[config.mk]
export PLATFORM = sky130hd
export DESIGN_NAME = dual_dac_front
export DESIGN_NICKNAME = d
export VERILOG_FILES = /design/src/rtl/dacfe_pkg.sv /design/src/rtl/dacfe_edge.sv /design/src/rtl/dacfe_shifter.sv /design/src/rtl/dacfe_regs.sv /design/src/rtl/dual_dac_front.sv
export SDC_FILE = /design/constraint.sdc
export NUM_CORES = 1
export LEC_CHECK = 0
export ABC_AREA = 0
export CAP_MARGIN = 25
export CELL_PAD_IN_SITES_DETAIL_PLACEMENT = 0
export CELL_PAD_IN_SITES_GLOBAL_PLACEMENT = 1
export CORE_MARGIN = 2
export CORE_UTILIZATION = 47
export CTS_CLUSTER_SIZE = 8
export DETAILED_ROUTE_END_ITERATION = 16
export MAX_ROUTING_LAYER = met4
export PLACE_DENSITY = 0.92
export SYNTH_ARGS = -nofsm -noshare
export SYNTH_HDL_FRONTEND = slang
export SYNTH_SLANG_ARGS = --single-unit
[constraint.sdc]
create_clock -name clk -period 2.21 [get_ports clk]
set_clock_uncertainty 0.1 [all_clocks]
set_input_delay 0.221 -clock clk [delete_from_list [all_inputs] [get_ports clk]]
set_output_delay 0.221 -clock clk [all_outputs]
set_load 0.02 [all_outputs]
[src/rtl/dacfe_pkg.sv]
package dacfe_pkg;

    localparam int FRAME_BITS = 16;
    localparam int CODE_W     = 12;
    localparam int SEL_POS    = 12;
    localparam int KEEP_W     = SEL_POS + 1;
    localparam int CNT_W      = $clog2(FRAME_BITS + 1);
    localparam int CHANNELS   = 2;

    typedef logic [CODE_W-1:0] code_t;

    typedef enum logic {
        CH_A = 1'b0,
        CH_B = 1'b1
    } chan_e;

    // Lower part of a frame that carries meaning: the select bit and the code.
    typedef struct packed {
        chan_e chan;
        code_t code;
    } cmd_t;

    function automatic cmd_t unpack_cmd(input logic [KEEP_W-1:0] bits);
        cmd_t c;
        c.chan = chan_e'(bits[SEL_POS]);
        c.code = bits[CODE_W-1:0];
        return c;
    endfunction

endpackage

[src/rtl/dacfe_edge.sv]
module dacfe_edge #(
    parameter int           N    = 3,
    parameter logic [N-1:0] IDLE = '1
) (
    input  logic         clk,
    input  logic         rst,
    input  logic [N-1:0] pin,
    output logic [N-1:0] lvl,
    output logic [N-1:0] fall
);

    logic [N-1:0] prev;

    always_ff @(posedge clk) begin
        if (rst) begin
            lvl  <= IDLE;
            prev <= IDLE;
        end else begin
            lvl  <= pin;
            prev <= lvl;
        end
    end

    for (genvar i = 0; i < N; i++) begin : g_fall
        assign fall[i] = prev[i] & ~lvl[i];
    end

endmodule

[src/rtl/dacfe_shifter.sv]
module dacfe_shifter
    import dacfe_pkg::*;
#(
    parameter int NBITS = FRAME_BITS
) (
    input  logic             clk,
    input  logic             rst,
    input  logic             frame_start,
    input  logic             frame_open,
    input  logic             sclk_lvl,
    input  logic             sclk_fall,
    input  logic             sdin_lvl,
    output cmd_t             cmd,
    output logic             cmd_valid,
    output logic [CNT_W-1:0] bit_cnt
);

    localparam logic [CNT_W-1:0] LAST = CNT_W'(NBITS - 1);
    localparam logic [CNT_W-1:0] FULL = CNT_W'(NBITS);

    logic [KEEP_W-1:0] shreg;
    logic              armed;
    logic              smp_bit;

    always_ff @(posedge clk) begin
        if (rst) begin
            shreg     <= '0;
            armed     <= 1'b0;
            smp_bit   <= 1'b0;
            bit_cnt   <= '0;
            cmd_valid <= 1'b0;
        end else begin
            cmd_valid <= 1'b0;
            // hold the data value present while the clock is high
            if (sclk_lvl) begin
                smp_bit <= sdin_lvl;
            end
            if (frame_start) begin
                armed   <= 1'b1;
                bit_cnt <= '0;
                shreg   <= '0;
            end else if (!frame_open) begin
                armed   <= 1'b0;
                bit_cnt <= '0;
            end else if (armed && sclk_fall && bit_cnt < FULL) begin
                // header bits fall off the top of the short register
                shreg   <= {shreg[KEEP_W-2:0], smp_bit};
                bit_cnt <= bit_cnt + 1'b1;
                if (bit_cnt == LAST) begin
                    cmd_valid <= 1'b1;
                end
            end
        end
    end

    assign cmd = unpack_cmd(shreg);

endmodule

[src/rtl/dacfe_regs.sv]
module dacfe_regs
    import dacfe_pkg::*;
#(
    parameter int NCH = CHANNELS
) (
    input  logic              clk,
    input  logic              rst,
    input  logic              cmd_valid,
    input  cmd_t              cmd,
    input  logic              load_lvl,
    input  logic              load_fall,
    output code_t [NCH-1:0]   lat_q,
    output code_t [NCH-1:0]   dac_q
);

    for (genvar ch = 0; ch < NCH; ch++) begin : g_ch
        logic hit;
        assign hit = cmd_valid && (int'(cmd.chan) == ch);

        always_ff @(posedge clk) begin
            if (rst) begin
                lat_q[ch] <= '0;
                dac_q[ch] <= '0;
            end else begin
                if (hit) begin
                    lat_q[ch] <= cmd.code;
                end
                if (hit && !load_lvl) begin
                    dac_q[ch] <= cmd.code;
                end else if (load_fall) begin
                    dac_q[ch] <= lat_q[ch];
                end
            end
        end
    end

endmodule

[src/rtl/dual_dac_front.sv]
module dual_dac_front
    import dacfe_pkg::*;
(
    input  logic              clk,
    input  logic              rst,
    input  logic              sync_n,
    input  logic              sclk,
    input  logic              sdin,
    input  logic              load_n,
    output logic [CODE_W-1:0] dac_a,
    output logic [CODE_W-1:0] dac_b
);

    localparam int IX_SYNC = 0;
    localparam int IX_SCLK = 1;
    localparam int IX_LOAD = 2;
    localparam int NSTROBE = 3;

    logic [NSTROBE-1:0] strobe_lvl;
    logic [NSTROBE-1:0] strobe_fall;
    logic               sdin_q;
    logic               load_lvl;
    logic               load_fall;
    cmd_t               cmd;
    logic               cmd_valid;
    logic [CNT_W-1:0]   bit_cnt;
    code_t [CHANNELS-1:0] lat_q;
    code_t [CHANNELS-1:0] dac_q;

    dacfe_edge #(.N(NSTROBE)) i_edge (
        .clk  (clk),
        .rst  (rst),
        .pin  ({load_n, sclk, sync_n}),
        .lvl  (strobe_lvl),
        .fall (strobe_fall)
    );

    // data bit delayed to line up with the strobe samples
    always_ff @(posedge clk) begin
        if (rst) sdin_q <= 1'b0;
        else     sdin_q <= sdin;
    end

    assign load_lvl  = strobe_lvl[IX_LOAD];
    assign load_fall = strobe_fall[IX_LOAD];

    dacfe_shifter #(.NBITS(FRAME_BITS)) i_shift (
        .clk         (clk),
        .rst         (rst),
        .frame_start (strobe_fall[IX_SYNC]),
        .frame_open  (!strobe_lvl[IX_SYNC]),
        .sclk_lvl    (strobe_lvl[IX_SCLK]),
        .sclk_fall   (strobe_fall[IX_SCLK]),
        .sdin_lvl    (sdin_q),
        .cmd         (cmd),
        .cmd_valid   (cmd_valid),
        .bit_cnt     (bit_cnt)
    );

    dacfe_regs #(.NCH(CHANNELS)) i_regs (
        .clk       (clk),
        .rst       (rst),
        .cmd_valid (cmd_valid),
        .cmd       (cmd),
        .load_lvl  (load_lvl),
        .load_fall (load_fall),
        .lat_q     (lat_q),
        .dac_q     (dac_q)
    );

    assign dac_a = dac_q[0];
    assign dac_b = dac_q[1];

endmodule

==> results.ini, run 1 <==
[yosys]
async_reset_ff_frac=0
synth_ff_type=dfxtp_1
synth_cell_types=34
yosysTopAreaCell=dfxtp_1
synth_area_leaders=dfxtp_1, nand2_1, o2bb2ai_2
synth.avg_cell_area_sq_um=9.89
syn_area_sq_um=3100
synth-edff-count=0
synth_seq_cells=76
synth_fp_nets=321
netlist_instances=313
yosysWarnings=0
yosysSeqAreaShare=0.491
synth.top_cell.area_share=0.491

[clock_network]
clock_sinks=76
cts_hold_buf=0
path_clk_slew_ns=0.08
numCtsBuffers=9
post_cts_resize_count=0
cts_tree=built
clk_latency_ns=0.34
root_buffer=clkbuf_8
cts_setup_buffers=0
htree_levels=3
cts_buffer_depth=2

[power_and_ir_drop]
vdd_drop_max_mv=0.356
p_switching_mw=0.570
seqPwrFrac=0.573
leakagePower_nw=1.18
power_frac_clock=0.390
p_per_area_nw_per_um2=671
p_int_mw=1.85
p_sw_frac=0.235
p_comb_frac=0.037

[global_route]
grt_max_degree=26
grt.overflow.total=0
grt_pass1_vias=2192
grt_pass1_wl_mm=10.6
grt.total_usage=0.187
antenna_found_initial=0

[worst_setup_path]
cp_top_family=compound AO/OA/AOI/OAI gates
startpoint=i_shift.cmd_valid$_SDFF_PP0_
crit_buf_inv=0
path_cells=a21boi_1 -> a22oi_1 -> o2bb2ai_2
rrSetupSlack_ns=0.39
cp_slowest_cell=a21boi_1
crit_type=reg -> reg
cp-end-kind=register
worst-path-max-fanout=15
critPathRequiredTime_ns=2.39
max_stage_delay_ns=0.77
critPathArrivalTime_ns=2.00
r2r_start=i_shift.cmd_valid$_SDFF_PP0_
startpoint_type=register

[routing]
viasPerCell=5.47
drt_pre_antenna_iters=4
drtAntennaViolNets=0
wl_per_cell_microns=14.8
vias=2285
remaining_drc_errors=0
wirelength_mm=6.19
drt-initial-drc-count=155

[place]
place_congestion=0.815
place_hpwl_mm=4.01
dp_cells=401
port_buffers=29

[status]
outcome=completed

[timing]
setup_viol=0
worst_slew_pin_slew_ns=0.885
whs_ns=0.328
clock.fmax_ghz=0.549
fin_crit_sh=0.825
drv_slew=0
max-slew-margin-rel=0.409
period_minus_slack_ns=1.82
rsz0062_at_grt=no
tns_ns=0
finalHoldViolations=0

[final_layout]
layout.nets=344
final_layout_size_suffix_gt1_frac=0.126
syn2layout_area_growth_pct=16.6
antenna_cells=0
nFillCells=557
fin_cells=418

[floorplan]
num_rows=29
io_pins=30
initial_core_util=0.488
chipHeight_microns=85.2
die_area_sq_um=7250
core_sq_um=6350
die_w_microns=85.2

[hold_path]
hold_path.class=in -> reg
hp-start=sdin

[job]
maxCapViolCount=0

-- cell usage in the layout (no fill, tap or decap) --
cell type,netlist,routed
or3_1,3,3
o2bb2ai_2,10,10
clkinv_2,0,1
o31ai_4,2,2
nand3_1,1,1
mux2i_1,14,14
clkdlybuf4s50_1,0,29
nor2_1,7,7
buf_16,0,1
nand4bb_4,1,1
a21boi_1,1,1
or2_2,4,4
nor2b_1,2,2
clkinv_4,0,2
ha_1,2,2
o21ai_0,3,3
a21oi_1,27,27
and2_1,2,2
and4bb_2,1,1
a31oi_1,12,12
nand2b_1,4,4
nand2_1,53,53
or2_1,2,2
o211ai_1,14,14
xnor2_1,1,1
nor2_4,1,1
inv_1,4,4
and3_1,2,2
a22oi_1,12,12
and3b_1,10,10
clkinvlp_4,0,2
a211o_1,2,2
buf_4,2,8
o2bb2ai_1,12,12
clkbuf_8,0,10
clkbuf_1,11,1
nand3b_1,2,2
dfxtp_1,76,76
-- layout make-up --
type	instances	area [sq um]	area share
clock buffers	11	141	0.0392
clock inverters	5	37.5	0.0104
inverters	4	15.0	0.00416
multi-input cells	207	1420	0.393
flip-flops and latches	76	1520	0.421
well taps	77	96.3	0.0267
repair buffers	38	378	0.105
-- final timing paths --
check                           cells past startpoint                       endpoint
worst min-delay path                                2              sdin_q$_SDFF_PP0_
worst min register to register                      2   i_regs.lat_q[0]$_SDFFE_PP0P_
worst max register to register                      3  i_regs.dac_q[23]$_SDFFE_PP0P_
worst max-delay path                                3  i_regs.dac_q[23]$_SDFFE_PP0P_
-- logic make-up (layout without fill, tap and decap cells) --
logic type               Yosys count  in the layout  synth area share
AO/OA/AOI/OAI                     95             95             0.240
buffers and inverters             30             58            0.0501
XOR/XNOR                           1              1           0.00283
adder cells (fa/ha/maj)            2              2           0.00808
AND/OR/NAND/NOR                   95             95             0.162
flip-flops                        76             76             0.491
multiplexers                      14             14            0.0453
-- sequential cells by signal, summed over array words and instances, names as in the netlist --
register and count:
i_regs.lat_q 24, i_regs.dac_q 24, i_edge.lvl 3, i_shift.cmd_valid 1, i_shift.bit_cnt 5, i_shift.cmd 13
i_shift.armed 1, sdin_q 1, i_shift.smp_bit 1, i_edge.prev 3
-- routing by layer --
layer	vias up	track usage	wire, microns
met1	1046	0.255	3010
met2	55	0.269	2750
met5	-	-	0
li1	1171	-	-
met4	0	0.0779	121
met3	13	0.0379	310
-- cell usage after synthesis, types with 7 or more instances --
cell and instances:
and3b_1 10, a22oi_1 12, a31oi_1 12, dfxtp_1 76, mux2i_1 14, o2bb2ai_1 12
nand2_1 53, nor2_1 7, clkbuf_1 11, buf_2 10, a21oi_1 27, o2bb2ai_2 10
o211ai_1 14
-- metrics by stage --
step / worst slack, ns / total power [mW] / util / area, sq um
2_1_floorplan: 0.860 / 1.48 / - / 3100
3_3_place_gp: 0.274 / 1.51 / 0.536 / 3400
3_5_place_dp: 0.225 / 1.51 / 0.536 / 3400
4_1_cts: 0.366 / 2.44 / 0.564 / 3580
5_1_grt: 0.243 / 2.52 / 0.568 / 3610
6_report: 0.388 / 2.42 / 0.568 / 3610
-- power groups by stage --
stage	clock network (mW)	logic, mW	registers, mW
finish	0.944	0.0900	1.39
global route	1.03	0.0992	1.39
CTS	0.962	0.0864	1.39
detailed placement	0	0.0863	1.42
global placement	0	0.0856	1.42
floorplan	0	0.0657	1.42
Note: power is estimated with default switching activity, not from simulation.
==> run 2: changes to the inputs <==
--- a/config.mk
+++ b/config.mk
@@ -10,11 +10,11 @@
 export CELL_PAD_IN_SITES_DETAIL_PLACEMENT = 0
 export CELL_PAD_IN_SITES_GLOBAL_PLACEMENT = 1
 export CORE_MARGIN = 2
-export CORE_UTILIZATION = 47
+export CORE_UTILIZATION = 40
 export CTS_CLUSTER_SIZE = 8
 export DETAILED_ROUTE_END_ITERATION = 16
 export MAX_ROUTING_LAYER = met4
-export PLACE_DENSITY = 0.92
+export PLACE_DENSITY = 0.84
 export SYNTH_ARGS = -nofsm -noshare
 export SYNTH_HDL_FRONTEND = slang
 export SYNTH_SLANG_ARGS = --single-unit
==> constraint.sdc (replaced) <==
create_clock -name clk -period 1.6 [get_ports clk]
set_clock_uncertainty 0.1 [all_clocks]
set_input_delay 0.16 -clock clk [delete_from_list [all_inputs] [get_ports clk]]
set_output_delay 0.16 -clock clk [all_outputs]
set_load 0.02 [all_outputs]
==> run 2 against run 1 <==
Sequential share of layout area fell by 1.9 points. Worst setup slack lost 0.34 ns. Combinational power increased by 62%. Non-clock buffer count increased by 10. Power grew 39%. Routed wire length grew 3.7%. First-iteration DRC count decreased by 28%. Cell count increased by 8.4%. Die area is 17% higher. Clock power rose by 39%. Design area rose by 4.6%. Global-route usage decreased by 2.0 points. Largest cell class unchanged.
==> results.ini, run 2 (synthesis results as in run 1) <==
[place]
pre_cts_ws_ns=-0.0428
dp_cells=437
port_buffers=29
place_hpwl_mm=4.37
place_congestion=0.789

[global_route]
grt_pass1_wl_mm=10.8
grt.total_usage=0.167
grt_pass1_vias=2243
grt_max_degree=24
grt.overflow.total=0
antenna_found_initial=0

[worst_setup_path]
crit_type=reg -> out
worst-path-max-fanout=2
crit_buf_inv=1
path_cells=clkdlybuf4s50_1
critPathArrivalTime_ns=1.29
startpoint_type=register
max_stage_delay_ns=0.60
cp-end-kind=primary output
cp_num_cells=1
cp_top_family=buffers and inverters
critPathRequiredTime_ns=1.34
rr_worst_depth=5
cp_slowest_cell=clkdlybuf4s50_1

[floorplan]
io_pins=30
die_area_sq_um=8460
core_sq_um=7610
chipHeight_microns=92.0
num_rows=32
die_w_microns=92.0
initial_core_util=0.407

[clock_network]
post_cts_resize_count=7
cts_setup_buffers=0
clock_sinks=76
root_buffer=clkbuf_8
clk_latency_ns=0.35
htree_levels=3
numCtsBuffers=9
cts_hold_buf=0
cts_tree=built
cts_buffer_depth=2
path_clk_slew_ns=0.08

[timing]
max-slew-margin-rel=0.635
period_minus_slack_ns=1.55
fin_crit_sh=0.972
finalHoldViolations=0
worst_slew_pin_slew_ns=0.545
drv_slew=0
timing.final.ws_setup_ns=0.0455
tns_ns=0
setup_viol=0
rsz0062_at_grt=no
clock.fmax_ghz=0.643

[routing]
remaining_drc_errors=0
vias=2380
drtAntennaViolNets=0
drt-initial-drc-count=112
drt_pre_antenna_iters=4
wl_per_cell_microns=14.2
viasPerCell=5.25
wirelength_mm=6.41

[job]
maxCapViolCount=0

[final_layout]
final_common_cell=dfxtp_1
nFillCells=723
final_layout_size_suffix_gt1_frac=0.157
final_cell_mix=dfxtp_1, nand2_1, a21oi_1
syn2layout_area_growth_pct=21.9
finish.utilization=0.496
fin_cells=453
layout.nets=354
antenna_cells=0

[power_and_ir_drop]
power_frac_clock=0.388
p_comb_frac=0.043
p_switching_mw=0.837
p_per_area_nw_per_um2=893
vdd_drop_max_mv=0.407
seqPwrFrac=0.569
finalPower_mw=3.37
p_sw_frac=0.248
p_int_mw=2.54
leakagePower_nw=1.45

[hold_path]
whs_path_depth=2
hold_path.class=in -> reg

[status]
outcome=completed

run 2: per-stage QoR:
step           hold WS, ns  cell area, sq um
3_3_place_gp         0.341              3580
4_1_cts              0.253              3750
5_1_grt              0.273              3780
3_5_place_dp         0.346              3580
6_report             0.264              3780
2_1_floorplan        0.164              3100
run 2: final cells by class:
type / count / area (sq um) / area share
Sequential cell: 76 / 1520 / 0.403
Tap cell: 102 / 128 / 0.0338
Clock inverter: 7 / 53.8 / 0.0142
Timing Repair Buffer: 48 / 510 / 0.135
Inverter: 4 / 15.0 / 0.00398
Clock buffer: 9 / 124 / 0.0328
Multi-Input combinational cell: 207 / 1420 / 0.377
run 2: final timing paths:
kind	startpoint	end	slack (ns)
worst min-delay path	sdin	sdin_q$_SDFF_PP0_	0.26
worst max-delay path	i_regs.dac_q[10]$_SDFFE_PP0P_	dac_a[10]	0.05
worst max register to register	i_shift.cmd_valid$_SDFF_PP0_	i_regs.dac_q[9]$_SDFFE_PP0P_	0.15
worst min register to register	i_regs.lat_q[6]$_SDFFE_PP0P_	i_regs.lat_q[6]$_SDFFE_PP0P_	0.36
run 2: layer usage:
layer  track usage  vias up  part of all wire
met2         0.265       35              0.47
met3        0.0271       13             0.030
li1              -     1194                 -
met1         0.203     1138              0.47
met5             -        -                 0
met4        0.0896        0             0.024
run 2: power groups by stage:
stage               clock network [mW]  logic (mW)  registers [mW]
finish                            1.31       0.146            1.92
global route                      1.41       0.158            1.92
CTS                               1.35       0.148            1.92
detailed placement                   0       0.147            1.96
global placement                     0       0.144            1.96
floorplan                            0      0.0908            1.96
==> run 3: changes to the inputs <==
--- a/config.mk
+++ b/config.mk
@@ -13,7 +13,7 @@
 export CORE_UTILIZATION = 40
 export CTS_CLUSTER_SIZE = 8
 export DETAILED_ROUTE_END_ITERATION = 16
-export MAX_ROUTING_LAYER = met4
+export GPL_TIMING_DRIVEN = 0
 export PLACE_DENSITY = 0.84
 export SYNTH_ARGS = -nofsm -noshare
 export SYNTH_HDL_FRONTEND = slang
==> run 3 against run 2 <==
Register-to-register slack lost 0.03 ns. Critical path depth is the same. Non-clock buffer count grew 7. Sequential cell count is the same. Clock power grew 21%. Cell count grew 1.5%. Die area is the same. Critical endpoint is now dac_a[5]. Largest power group unchanged. Highest routed layer unchanged.
==> results.ini, run 3 (synthesis results as in run 1) <==
[global_route]
grt.overflow.total=0
antenna_found_initial=0
met3_usage=0.0362
grt_pass1_vias=2344
grt_pass1_wl_mm=11.6
grt-busiest-layer=met2
grt_max_degree=14
met2_usage=0.276
grt.total_usage=0.173
globalRouteMet1Util=0.230

[clock_network]
cts_buffer_depth=2
cts_setup_buffers=0
htree_levels=3
cts_tree=built
path_clk_slew_ns=0.08
numCtsBuffers=9
clk_latency_ns=0.34
cts_hold_buf=0
clock_sinks=76
root_buffer=clkbuf_8

[place]
port_buffers=29
place_congestion=0.823
place_hpwl_mm=4.75
dp_cells=444
pre_cts_ws_ns=-0.174

[power_and_ir_drop]
vdd_drop_max_mv=0.451
leakagePower_nw=1.52
p_per_area_nw_per_um2=964
finalPower_mw=3.64

[final_layout]
final_cell_mix=dfxtp_1, nand2_1, a21oi_1
multi_input_area_sq_um=1420
final_common_cell=dfxtp_1
fin_cells=460
regArea_sq_um=1520
syn2layout_area_growth_pct=21.9
finish.utilization=0.496
layout.nets=361
antenna_cells=0
nFillCells=724
final_layout_size_suffix_gt1_frac=0.137

[floorplan]
die_w_microns=92.0
chipHeight_microns=92.0
io_pins=30
initial_core_util=0.407
num_rows=32
die_area_sq_um=8460
core_sq_um=7610

[worst_setup_path]
critPathArrivalTime_ns=1.29
cp_slowest_cell=clkdlybuf4s50_1
r2r_start=i_shift.cmd[12]$_SDFFE_PP0P_
r2r_end=i_regs.lat_q[3]$_SDFFE_PP0P_
crit_type=reg -> out
crit_end=dac_a[5]
rrSetupSlack_ns=0.12
path_cells=clkdlybuf4s50_1
critPathRequiredTime_ns=1.34
startpoint=i_regs.dac_q[5]$_SDFFE_PP0P_
worst-path-max-fanout=2
rr_worst_depth=4
cp_num_cells=1
cp_top_family=buffers and inverters
max_stage_delay_ns=0.60
startpoint_type=register
cp-end-kind=primary output
crit_buf_inv=1

[timing]
clock.fmax_ghz=0.645
fin_crit_sh=0.970
drv_slew=0
period_minus_slack_ns=1.55
timing.final.ws_setup_ns=0.0484
max-slew-margin-rel=0.630
rsz0062_at_grt=no
finalHoldViolations=0
setup_viol=0
worst_slew_pin_slew_ns=0.555

[status]
outcome=completed

[routing]
remaining_drc_errors=0
drt_pre_antenna_iters=5
viasPerCell=5.27
drtAntennaViolNets=0
wirelength_mm=6.86
wl_per_cell_microns=14.9
drt-initial-drc-count=73
vias=2423

[job]
maxCapViolCount=0

[hold_path]
hp-start=sclk
hold_path.class=in -> reg

run 3: cell types whose count changed in the layout (fill, tap and decap cells not counted), moves of 3 or more:
cell | before | now
buf_4 | 14 | 2
clkbuf_1 | 0 | 12
buf_2 | 0 | 9
dlymetal6s2s_1 | 9 | 16
dlygate4sd2_1 | 6 | 0
buf_12 | 5 | 0
clkinv_4 | 5 | 1
buf_6 | 0 | 3
run 3: area by class of cell:
class,instances,share of cell area
tap,102,0.0338
multi-input combinational,207,0.376
sequential,76,0.403
timing repair buffer,29,0.0875
buffer,26,0.0378
inverter,4,0.00398
clock inverter,6,0.0235
clock buffer,10,0.0338
run 3: layer usage:
layer,part of all wire,up-vias
li1,-,1210
met1,0.47,1156
met2,0.47,49
met3,0.047,8
met4,0.014,0
met5,0,-
run 3: worst min path at each step:
stage,slack (ns),cells after the start,to
6_report,0.27,2,i_edge.lvl[1]$_SDFF_PP1_
5_1_grt,0.27,2,sdin_q$_SDFF_PP0_
4_1_cts,0.26,2,i_edge.lvl[1]$_SDFF_PP1_
3_5_place_dp,0.35,1,i_regs.dac_q[1]$_SDFFE_PP0P_
3_3_place_gp,0.34,2,i_regs.lat_q[2]$_SDFFE_PP0P_
2_1_floorplan,0.16,1,i_edge.lvl[0]$_SDFF_PP1_
run 3: report_power, final:
group	leakage (nW)	internal [mW]	switching (mW)
sequential	0.614	1.90	0.00996
clock	0.102	0.878	0.711
combinational	0.807	0.0498	0.0870
total	1.52	2.83	0.808
run 3: per-stage QoR:
stage	hold WS, ns	setup TNS, ns	cell area (sq um)
detailed placement	0.346	-5.94	3510
floorplan	0.164	0	3100
finish	0.269	0	3770
CTS	0.258	0	3730
global route	0.271	0	3770
global placement	0.342	-5.90	3510
run 3: what timing repair did:
item                                    CTS  global route
gates resized for setup                   0            17
hold endpoints to repair                  0             0
endpoints found under the setup margin    0            17
